<file path="config.mk">
export PLATFORM = sky130hd
export DESIGN_NAME = dual_cmp_timer
export DESIGN_NICKNAME = d
export VERILOG_FILES = /design/src/rtl/dct_pkg.sv /design/src/rtl/dct_sync_edge.sv /design/src/rtl/dct_tick_sel.sv /design/src/rtl/dct_core.sv /design/src/rtl/dual_cmp_timer.sv
export SDC_FILE = /design/constraint.sdc
export NUM_CORES = 1
export LEC_CHECK = 0
export ABC_AREA = 0
export BUFFER_PORTS_ARGS = -buffer_cell sky130_fd_sc_hd__buf_4
export CAP_MARGIN = 20
export CORE_MARGIN = 1.5
export CORE_UTILIZATION = 45
export CTS_CLUSTER_SIZE = 10
export DETAILED_ROUTE_END_ITERATION = 10
export GPL_TIMING_DRIVEN = 0
export PLACE_DENSITY_LB_ADDON = 0.08
export SKIP_CTS_REPAIR_TIMING = 1
export SLEW_MARGIN = 20
export SYNTH_ARGS = -nofsm -noshare
export SYNTH_HDL_FRONTEND = slang
export SYNTH_SLANG_ARGS = --single-unit
</file>
<file path="constraint.sdc">
create_clock -name clk -period 2 [get_ports clk]
set_input_delay 0 -clock clk [delete_from_list [all_inputs] [get_ports clk]]
set_output_delay 0 -clock clk [all_outputs]
set_load 0.02 [all_outputs]
</file>
<file path="src/rtl/dct_pkg.sv">
package dct_pkg;
  localparam int CTL_W  = 16;
  localparam int B_CONT = 0;
  localparam int B_ALT  = 1;
  localparam int B_EXT  = 2;
  localparam int B_PRE  = 3;
  localparam int B_RTG  = 4;
  localparam int B_MC   = 5;
  localparam int B_RIU  = 12;
  localparam int B_INT  = 13;
  localparam int B_INH  = 14;
  localparam int B_EN   = 15;

  // bits that may read back as one
  localparam logic [CTL_W-1:0] READ_MASK = 16'hB03F;

  typedef enum logic [1:0] {
    REG_CTL  = 2'd0,
    REG_CNT  = 2'd1,
    REG_CMPA = 2'd2,
    REG_CMPB = 2'd3
  } reg_sel_e;

  typedef struct packed {
    logic en;
    logic int_en;
    logic mc;
    logic rtg;
    logic pre;
    logic ext;
    logic alt;
    logic cont;
  } ctl_t;
endpackage

</file>
<file path="src/rtl/dct_sync_edge.sv">
module dct_sync_edge #(
  parameter int STAGES = 2
) (
  input  logic clk,
  input  logic rst_n,
  input  logic async_in,
  output logic level,
  output logic rise
);
  logic [STAGES-1:0] chain_q;
  logic              prev_q;

  always_ff @(posedge clk or negedge rst_n) begin
    if (!rst_n) begin
      chain_q <= '0;
      prev_q  <= 1'b0;
    end else begin
      chain_q <= {chain_q[STAGES-2:0], async_in};
      prev_q  <= chain_q[STAGES-1];
    end
  end

  assign level = chain_q[STAGES-1];
  assign rise  = level & ~prev_q;

  // a detected edge lasts one clock only
  p_rise_one_clock_r3: assert property (@(posedge clk) disable iff (!rst_n)
    rise |=> !rise);
endmodule

</file>
<file path="src/rtl/dct_tick_sel.sv">
module dct_tick_sel #(
  parameter int DIV = 4
) (
  input  logic clk,
  input  logic rst_n,
  input  logic ext,
  input  logic use_pre,
  input  logic in_rise,
  input  logic pre_tick,
  output logic adv
);
  localparam int DW = (DIV > 1) ? $clog2(DIV) : 1;
  localparam logic [DW-1:0] LAST = DW'(DIV - 1);

  logic [DW-1:0] div_q;
  logic          div_tick;

  assign div_tick = (div_q == LAST);

  always_ff @(posedge clk or negedge rst_n) begin
    if (!rst_n)        div_q <= '0;
    else if (div_tick) div_q <= '0;
    else               div_q <= div_q + 1'b1;
  end

  always_comb begin
    if (ext)          adv = in_rise;
    else if (use_pre) adv = pre_tick;
    else              adv = div_tick;
  end

  // divided tick never fires on two adjacent clocks
  p_div_spacing_r4: assert property (@(posedge clk) disable iff (!rst_n)
    div_tick |=> !div_tick);
endmodule

</file>
<file path="src/rtl/dct_core.sv">
module dct_core #(
  parameter int W = 16
) (
  input  logic         clk,
  input  logic         rst_n,
  input  logic         adv,
  input  logic         retrig,
  input  logic         gate_ok,
  input  logic         en,
  input  logic         alt,
  input  logic         cont,
  input  logic         cnt_wr,
  input  logic [W-1:0] cnt_wdata,
  input  logic [W-1:0] cmp_a,
  input  logic [W-1:0] cmp_b,
  output logic [W-1:0] cnt_q,
  output logic         use_b,
  output logic         max_evt,
  output logic         stop_req
);
  function automatic logic [W-1:0] pick_cmp(input logic sel_b,
                                            input logic [W-1:0] a,
                                            input logic [W-1:0] b);
    return sel_b ? b : a;
  endfunction

  function automatic logic at_max(input logic [W-1:0] c, input logic [W-1:0] m);
    return c == m;
  endfunction

  function automatic logic [W-1:0] next_count(input logic [W-1:0] c,
                                              input logic [W-1:0] m);
    return at_max(c, m) ? '0 : c + 1'b1;
  endfunction

  logic [W-1:0] cmp_now;
  logic         step;

  assign cmp_now  = pick_cmp(alt & use_b, cmp_a, cmp_b);
  assign step     = en & gate_ok & adv & ~cnt_wr & ~retrig;
  assign max_evt  = step & at_max(cnt_q, cmp_now);
  assign stop_req = max_evt & ~cont & (~alt | use_b);

  always_ff @(posedge clk or negedge rst_n) begin
    if (!rst_n) begin
      cnt_q <= '0;
      use_b <= 1'b0;
    end else begin
      if (cnt_wr)      cnt_q <= cnt_wdata;
      else if (retrig) cnt_q <= '0;
      else if (step)   cnt_q <= next_count(cnt_q, cmp_now);
      if (!alt)         use_b <= 1'b0;
      else if (max_evt) use_b <= ~use_b;
    end
  end

  p_wrap_zero_r6: assert property (@(posedge clk) disable iff (!rst_n)
    max_evt |=> cnt_q == '0);
  p_single_uses_a_r7: assert property (@(posedge clk) disable iff (!rst_n)
    !alt |=> !use_b);
  p_idle_holds_r12: assert property (@(posedge clk) disable iff (!rst_n)
    (!en && !cnt_wr && !retrig) |=> cnt_q == $past(cnt_q));
endmodule

</file>
<file path="src/rtl/dual_cmp_timer.sv">
module dual_cmp_timer
  import dct_pkg::*;
#(
  parameter int W         = 16,
  parameter int DIV       = 4,
  parameter int SYNC_STGS = 2
) (
  input  logic         clk,
  input  logic         rst_n,
  input  logic         wr_en,
  input  logic [1:0]   addr,
  input  logic [W-1:0] wdata,
  output logic [W-1:0] rdata,
  input  logic         tmr_in,
  input  logic         pre_tick,
  output logic         tmr_out,
  output logic         irq
);
  ctl_t         ctl_q;
  logic [W-1:0] cmp_a_q, cmp_b_q, cnt_q;
  logic         in_level, in_rise, adv, use_b, max_evt, stop_req;
  logic         ctl_wr, cnt_wr, gate_ok, retrig;
  logic         irq_q, out_low_q;

  assign ctl_wr  = wr_en && (addr == REG_CTL);
  assign cnt_wr  = wr_en && (addr == REG_CNT);
  assign gate_ok = ctl_q.ext | ctl_q.rtg | in_level;
  assign retrig  = ~ctl_q.ext & ctl_q.rtg & in_rise;

  dct_sync_edge #(.STAGES(SYNC_STGS)) u_sync (
    .clk(clk), .rst_n(rst_n), .async_in(tmr_in),
    .level(in_level), .rise(in_rise)
  );

  dct_tick_sel #(.DIV(DIV)) u_tick (
    .clk(clk), .rst_n(rst_n), .ext(ctl_q.ext), .use_pre(ctl_q.pre),
    .in_rise(in_rise), .pre_tick(pre_tick), .adv(adv)
  );

  dct_core #(.W(W)) u_core (
    .clk(clk), .rst_n(rst_n), .adv(adv), .retrig(retrig), .gate_ok(gate_ok),
    .en(ctl_q.en), .alt(ctl_q.alt), .cont(ctl_q.cont), .cnt_wr(cnt_wr),
    .cnt_wdata(wdata), .cmp_a(cmp_a_q), .cmp_b(cmp_b_q), .cnt_q(cnt_q),
    .use_b(use_b), .max_evt(max_evt), .stop_req(stop_req)
  );

  always_ff @(posedge clk or negedge rst_n) begin
    if (!rst_n) begin
      ctl_q     <= '0;
      cmp_a_q   <= '0;
      cmp_b_q   <= '0;
      irq_q     <= 1'b0;
      out_low_q <= 1'b0;
    end else begin
      if (ctl_wr) begin
        ctl_q.cont   <= wdata[B_CONT];
        ctl_q.alt    <= wdata[B_ALT];
        ctl_q.ext    <= wdata[B_EXT];
        ctl_q.pre    <= wdata[B_PRE];
        ctl_q.rtg    <= wdata[B_RTG];
        ctl_q.int_en <= wdata[B_INT];
      end
      if (ctl_wr && wdata[B_INH]) ctl_q.en <= wdata[B_EN];
      else if (stop_req)          ctl_q.en <= 1'b0;
      if (max_evt)     ctl_q.mc <= 1'b1;
      else if (ctl_wr) ctl_q.mc <= wdata[B_MC];
      if (wr_en && addr == REG_CMPA) cmp_a_q <= wdata;
      if (wr_en && addr == REG_CMPB) cmp_b_q <= wdata;
      irq_q     <= max_evt & ctl_q.int_en;
      out_low_q <= max_evt & ~ctl_q.alt;
    end
  end

  assign irq     = irq_q;
  assign tmr_out = ctl_q.alt ? ~use_b : ~out_low_q;

  always_comb begin
    rdata = '0;
    case (addr)
      REG_CTL: begin
        rdata[B_CONT] = ctl_q.cont;
        rdata[B_ALT]  = ctl_q.alt;
        rdata[B_EXT]  = ctl_q.ext;
        rdata[B_PRE]  = ctl_q.pre;
        rdata[B_RTG]  = ctl_q.rtg;
        rdata[B_MC]   = ctl_q.mc;
        rdata[B_RIU]  = use_b;
        rdata[B_INT]  = ctl_q.int_en;
        rdata[B_EN]   = ctl_q.en;
      end
      REG_CNT:  rdata = cnt_q;
      REG_CMPA: rdata = cmp_a_q;
      default:  rdata = cmp_b_q;
    endcase
  end

  p_reserved_zero_r2: assert property (@(posedge clk) disable iff (!rst_n)
    (addr == REG_CTL) |-> (rdata[CTL_W-1:0] & ~READ_MASK) == '0);
  p_irq_with_flag_r9: assert property (@(posedge clk) disable iff (!rst_n)
    irq |-> ctl_q.mc);
  p_en_needs_qual_r11: assert property (@(posedge clk) disable iff (!rst_n)
    (ctl_wr && !wdata[B_INH] && !stop_req) |=> ctl_q.en == $past(ctl_q.en));
  p_oneshot_stop_r10: assert property (@(posedge clk) disable iff (!rst_n)
    (stop_req && !(ctl_wr && wdata[B_INH])) |=> !ctl_q.en);
  p_single_pulse_r8: assert property (@(posedge clk) disable iff (!rst_n)
    (!ctl_q.alt && !tmr_out) |=> tmr_out || $past(max_evt) == 1'b0);
endmodule

</file>
=== Yosys cells after proc, flatten, opt, wreduce, memory -nomap -nowiden ===
Index checks and enable logic that the tools add are counted.

* Flip-flop bits (word level): 64
* Output and inout port bits: 18
* Word-level logic and storage cells: 78
* Input port bits: 23

* Add/sub/neg operators: 2
* Reduce and logical (&&, ||, !) cells: 9
* Mux-type cells: 20
* Bitwise operators: 24
* Eq/ne operators: 6

{| class="wikitable"
|+ Operators by type and width
! kind !! count
|-
| 2-to-1 mux 16 bit || 5
|-
| case mux 6 bit (3 select lines) || 2
|-
| adder 16 x 1 -> 16 bit, second input constant || 1
|-
| equality test 16 bit || 1
|-
| bitwise AND 1 bit || 13
|-
| 2-to-1 mux 1 bit || 9
|-
| inverter 1 bit || 8
|-
| equality test 2 bit, second input constant || 3
|-
| case mux 1 bit (3 select lines) || 2
|-
| case mux 2 bit (3 select lines) || 1
|-
| logical AND 1 bit || 5
|-
| nonzero test 2 bit || 2
|-
| OR 1 bit || 3
|-
| nonzero test 3 bit || 1
|-
| adder 2 x 1 -> 2 bit, second input constant || 1
|-
| equality test 2 x 1 -> 1 bit, second input constant || 1
|-
| logical NOT 2 bit || 1
|-
| 2-to-1 mux 2 bit || 1
|-
| != test 2 x 1 -> 1 bit, second input constant || 1
|}

=== Depth between registers and ports, before layout ===
* Word-level depth: 11
* Mapped depth: 9
* Gate-level depth less buffers: 8

=== Modules after synthesis ===
From an unflattened synthesis, not the netlist that was laid out.

* Cell total of the unflattened synthesis: 354
* Area, all modules: 3856.2 um^2

{| class="wikitable"
|+ Modules (own cells, without submodules)
! module !! area each (um^2) !! instances !! seq. area each (um^2) !! cells an instance
|-
| dual_cmp_timer || 2021.9 || 1 || 1051.0 || 127
|-
| dct_core || 1660.3 || 1 || 425.4 || 216
|-
| dct_sync_edge || 88.8 || 1 || 75.1 || 4
|-
| dct_tick_sel || 85.1 || 1 || 50.0 || 7
|}

=== Least setup slack after synthesis ===
Ideal clock, no wire load.

* Path type: flip-flop to flip-flop
* From: reg u_core.use_b
* To: reg u_core.cnt_q[0]
* Stages on the path, launching flop included: 9
* Setup time: 126 ps
* Path slack: 76 ps
* Arrival: 1798 ps
* Path buffers: 1
* Path through: dfrtp_1 and2_4 buf_6 nor4_2 a31oi_1 nor4_1 and4_4 nor3_1 a221o_1

* Word-level cells in the longest chain between the ends: 7

{| class="wikitable"
|+ RTL lines
! item !! line !! text
|-
| from (decl) || dct_core.sv:17 || <nowiki>output logic use_b,</nowiki>
|-
| from (signal assigned) || dct_core.sv:53 || <nowiki>else if (max_evt) use_b <= ~use_b;</nowiki>
|-
| bitwise AND 1 bit || dct_core.sv:39 || <nowiki>assign cmp_now = pick_cmp(alt & use_b, cmp_a, cmp_b);</nowiki>
|-
| 2-to-1 mux 16 bit || dct_core.sv:24 || <nowiki>return sel_b ? b : a;</nowiki>
|-
| equality test 16 bit || dct_core.sv:28 || <nowiki>return c == m;</nowiki>
|-
| 2-to-1 mux 16 bit || dct_core.sv:33 || <nowiki>return at_max(c, m) ? '0 : c + 1'b1;</nowiki>
|-
| 2-to-1 mux 16 bit || dct_core.sv:51 || <nowiki>else if (step) cnt_q <= next_count(cnt_q, cmp_now);</nowiki>
|-
| 2-to-1 mux 16 bit || dct_core.sv:50 || <nowiki>else if (retrig) cnt_q <= '0;</nowiki>
|-
| 2-to-1 mux 16 bit || dct_core.sv:49 || <nowiki>if (cnt_wr) cnt_q <= cnt_wdata;</nowiki>
|-
| to (signal assigned) || dct_core.sv:49 ||
|-
| to (signal assigned) || dct_core.sv:51 ||
|-
| to (decl) || dct_core.sv:16 || <nowiki>output logic [W-1:0] cnt_q,</nowiki>
|}

No other way between the ends. The select of a mux whose other input is x is not followed.
A chain may end at the register's enable or synchronous reset.

=== Worst setup path in the final report ===
* From: reg u_core.cnt_q[4]
* To: reg u_core.cnt_q[0]

* Word-level cells in the longest chain between the ends: 5

{| class="wikitable"
|+ RTL lines
! item !! line
|-
| equality test 16 bit || dct_core.sv:28
|-
| 2-to-1 mux 16 bit || dct_core.sv:33
|-
| 2-to-1 mux 16 bit || dct_core.sv:51
|-
| 2-to-1 mux 16 bit || dct_core.sv:50
|-
| 2-to-1 mux 16 bit || dct_core.sv:49
|}

No other way between the ends. The select of a mux whose other input is x is not followed.

==> impl_metrics.tcl <==
set metrics [dict create \
    status "finished with violations" \
    violations "setup timing" \
    vdd_drop_max_uv 412 \
    yosysTopAreaCell "dfrtp_1" \
    final_cells 530 \
    grt_first_pass_wirelength_um 16700 \
    synth_top_area_share 0.427 \
    ioPinCount 41 \
    drc 0 \
    slowest_stage "a2111oi_4" \
    max-cap-violations 0 \
    clkSinkCount 64 \
    crit_type "reg -> reg" \
    syn_nets 372 \
    antenna_found_initial 0 \
    sw_frac_of_total 0.362 \
    slew_viol_final 0 \
    dp_hpwl_um 7460 \
    firstDrtPassIters 5 \
    clock_latency_ns 0.36 \
    synthArstFlopShare 1.00 \
    synth.area.top_cells "dfrtp_1 43%, mux2_2 13%, mux4_2 5.4%" \
    max_freq_mhz 455 \
    drt-total-wl_um 10700 \
    cts_buffers 9 \
    rsz0062_at_grt "true" \
    htreeDepth 3 \
    n_antenna_cell 0 \
    yosysMostFrequentCell "dfrtp_1" \
    wl_per_cell_um 20.2 \
    synth-edff-count 0 \
    area_growth_pct 26.9 \
    clk_pin_slew_ns 0.08 \
    rows 33 \
    post-route-period-util 1.10 \
    grt_max_degree 65 \
    p_per_area_mw_per_mm2 973 \
    detail-route-antenna-nets 0 \
    drt-initial-drc-count 236 \
    ys_seq_area_frac 0.427 \
    seq_power_share 0.395 \
    vias 3105 \
    period_needed_ns 2.20 \
    cts_buffer_depth 2 \
    drive_gt1_frac 0.362 \
    worstHoldPathType "in -> reg" \
    fin_util 0.585 \
    synth-seq-cells 64 \
    core_mm2 0.00813 \
    hold_viol 0 \
    gr-usage-all-layers 0.257 \
    die_area_mm2 0.00889 \
    internal-power_mw 2.96 \
    cp-start-kind "flip-flop" \
    grt-ovfl-total 0 \
    cts-root-buf "clkbuf_8" \
    netlist_area_mm2 0.00375 \
    yosys.cell_types.count 52 \
    final_nets 445 \
    relSlewSlack 0.444 \
    path_cells "buf_2, a2111oi_4, a221oi_2, nor4_1, and4_4, nor3_2, a221o_1" \
    clockPowerShare 0.251 \
    yosys_most_used_dff "dfrtp_1" \
    cp.arrival_ns 2.44 \
    switchingPower_mw 1.68 \
    setup_violations 21 \
    synthTopCellsByCount "64 x dfrtp_1, 43 x mux2_2, 22 x inv_1, 18 x nand3_1, 16 x a22oi_1" \
    synth_warnings 0 \
    setup_slack_ns -0.197 \
    dieHeight_um 94.3 \
    synthCells 347 \
    tightestPinTransition_ns 0.834 \
    finalClockSkew_ns 0.0102 \
    combPwrFrac 0.354 \
    leakage_nw 2.09 \
    grt_pass1_vias 3007 \
    vias_per_cell 5.86 \
    crit_path_end_kind "flip-flop" \
    finalWeightedCongestion 0.920 \
    cts_tree "built" \
    die_w_um 94.3 \
    start_util 0.461 \
    syn_avg_cell_area_um2 10.8 \
    io_buffers 40 \
    dp.cells 492 \
    cp_slowest_stage_delay_ns 0.43 \
    worstPathRequired_ns 2.24 \
    critPathMaxFanout 8 \
]
-- final timing paths --
kind,to,from,slack (ns),depth (start not counted)
max,u_core.cnt_q[0],u_core.cnt_q[4],-0.20,7
min,ctl_q[5],wr_en,0.22,4
max reg2reg,u_core.cnt_q[0],u_core.cnt_q[4],-0.20,7
min reg2reg,u_sync.chain_q[1],u_sync.chain_q[0],0.36,0
max in group asynchronous,u_core.cnt_q[0],rst_n,1.13,2
min in group asynchronous,cmp_a_q[14],rst_n,0.29,2
-- cells in the final DEF (no fill, tap or decap), types with 6 or more instances in the layout --
| master | n |
|---|---|
| nand3_1 | 17 |
| a22o_1 | 7 |
| buf_2 | 8 |
| and3_1 | 8 |
| a22oi_1 | 16 |
| mux4_2 | 9 |
| mux2i_1 | 6 |
| nand2_1 | 12 |
| clkbuf_8 | 10 |
| mux2_2 | 43 |
| buf_4 | 46 |
| xnor2_1 | 8 |
| dfrtp_1 | 59 |
| nor2b_1 | 8 |
| clkbuf_1 | 9 |
| dlygate4sd3_1 | 18 |
| inv_1 | 22 |
| o21ai_0 | 11 |
| nor3_1 | 12 |
| a31oi_1 | 13 |
-- worst max-delay path, delay by kind of cell (launching register included) --
| family | cells | cell delay [ns] |
|---|---|---|
| AND/OR/NAND/NOR | 3 | 0.71 |
| buffers and inverters | 1 | 0.18 |
| flip-flops | 1 | 0.36 |
| AO/OA/AOI/OAI | 3 | 0.83 |
-- power groups by stage --
stage,Sequential [mW],Clock [mW],Combinational [mW]
finish,1.83,1.16,1.64
global route,1.87,1.25,1.79
CTS,1.79,1.19,1.55
detailed placement,1.81,0,1.55
global placement,1.80,0,1.53
floorplan,1.71,0,1.13
-- metrics by stage --
stage          setup TNS, ns  area, um^2  hold slack [ns]  power (mW)  setup slack, ns
4_1_cts                -5.81        4390           -0.263        4.52           -0.357
2_1_floorplan              0        3750           -0.296        2.84           0.0764
5_1_grt                -4.83        4760            0.235        4.91           -0.280
6_report               -2.92        4760            0.223        4.63           -0.197
3_5_place_dp           -8.01        4180            0.111        3.36           -0.352
3_3_place_gp           -8.31        4180            0.109        3.33           -0.365
-- layer usage --
metal,track usage,share of wire,vias up
li1,-,-,1450
met1,0.380,0.45,1540
met2,0.377,0.48,103
met3,0.0461,0.057,12
met4,0.0858,0.013,0
met5,0,0,-
-- registers in the layout, indices dropped and copies added, names as in the netlist --
register        flops
u_core.cnt_q       16
irq                 1
out_low_q           1
u_sync.chain_q      2
cmp_a_q            16
u_core.use_b        1
cmp_b_q            16
u_tick.div_q        2
ctl_q               8
u_sync.prev_q       1
-- cell type report --
type	count	area [um^2]
clock buffers	10	138
inverters	22	82.6
plain buffers	24	155
fillers	729	3370
well taps	105	131
clock inverters	6	67.6
repair buffers	65	568
multi-input cells	234	2010
flip-flops and latches	64	1610
-- cell families (layout without fill, tap and decap cells) --
logic type	after synthesis	count (layout)	share of synthesized area
muxes	59	59	0.202
xor gates and xnor gates	9	9	0.0210
and+or+nand+nor	80	80	0.118
buffers and inverters	49	127	0.0597
AOI/OAI and AO/OA	84	84	0.165
DFF	64	64	0.427
adders and majority gates	2	2	0.00667
No activity file was read; power rests on OpenSTA's default activity.
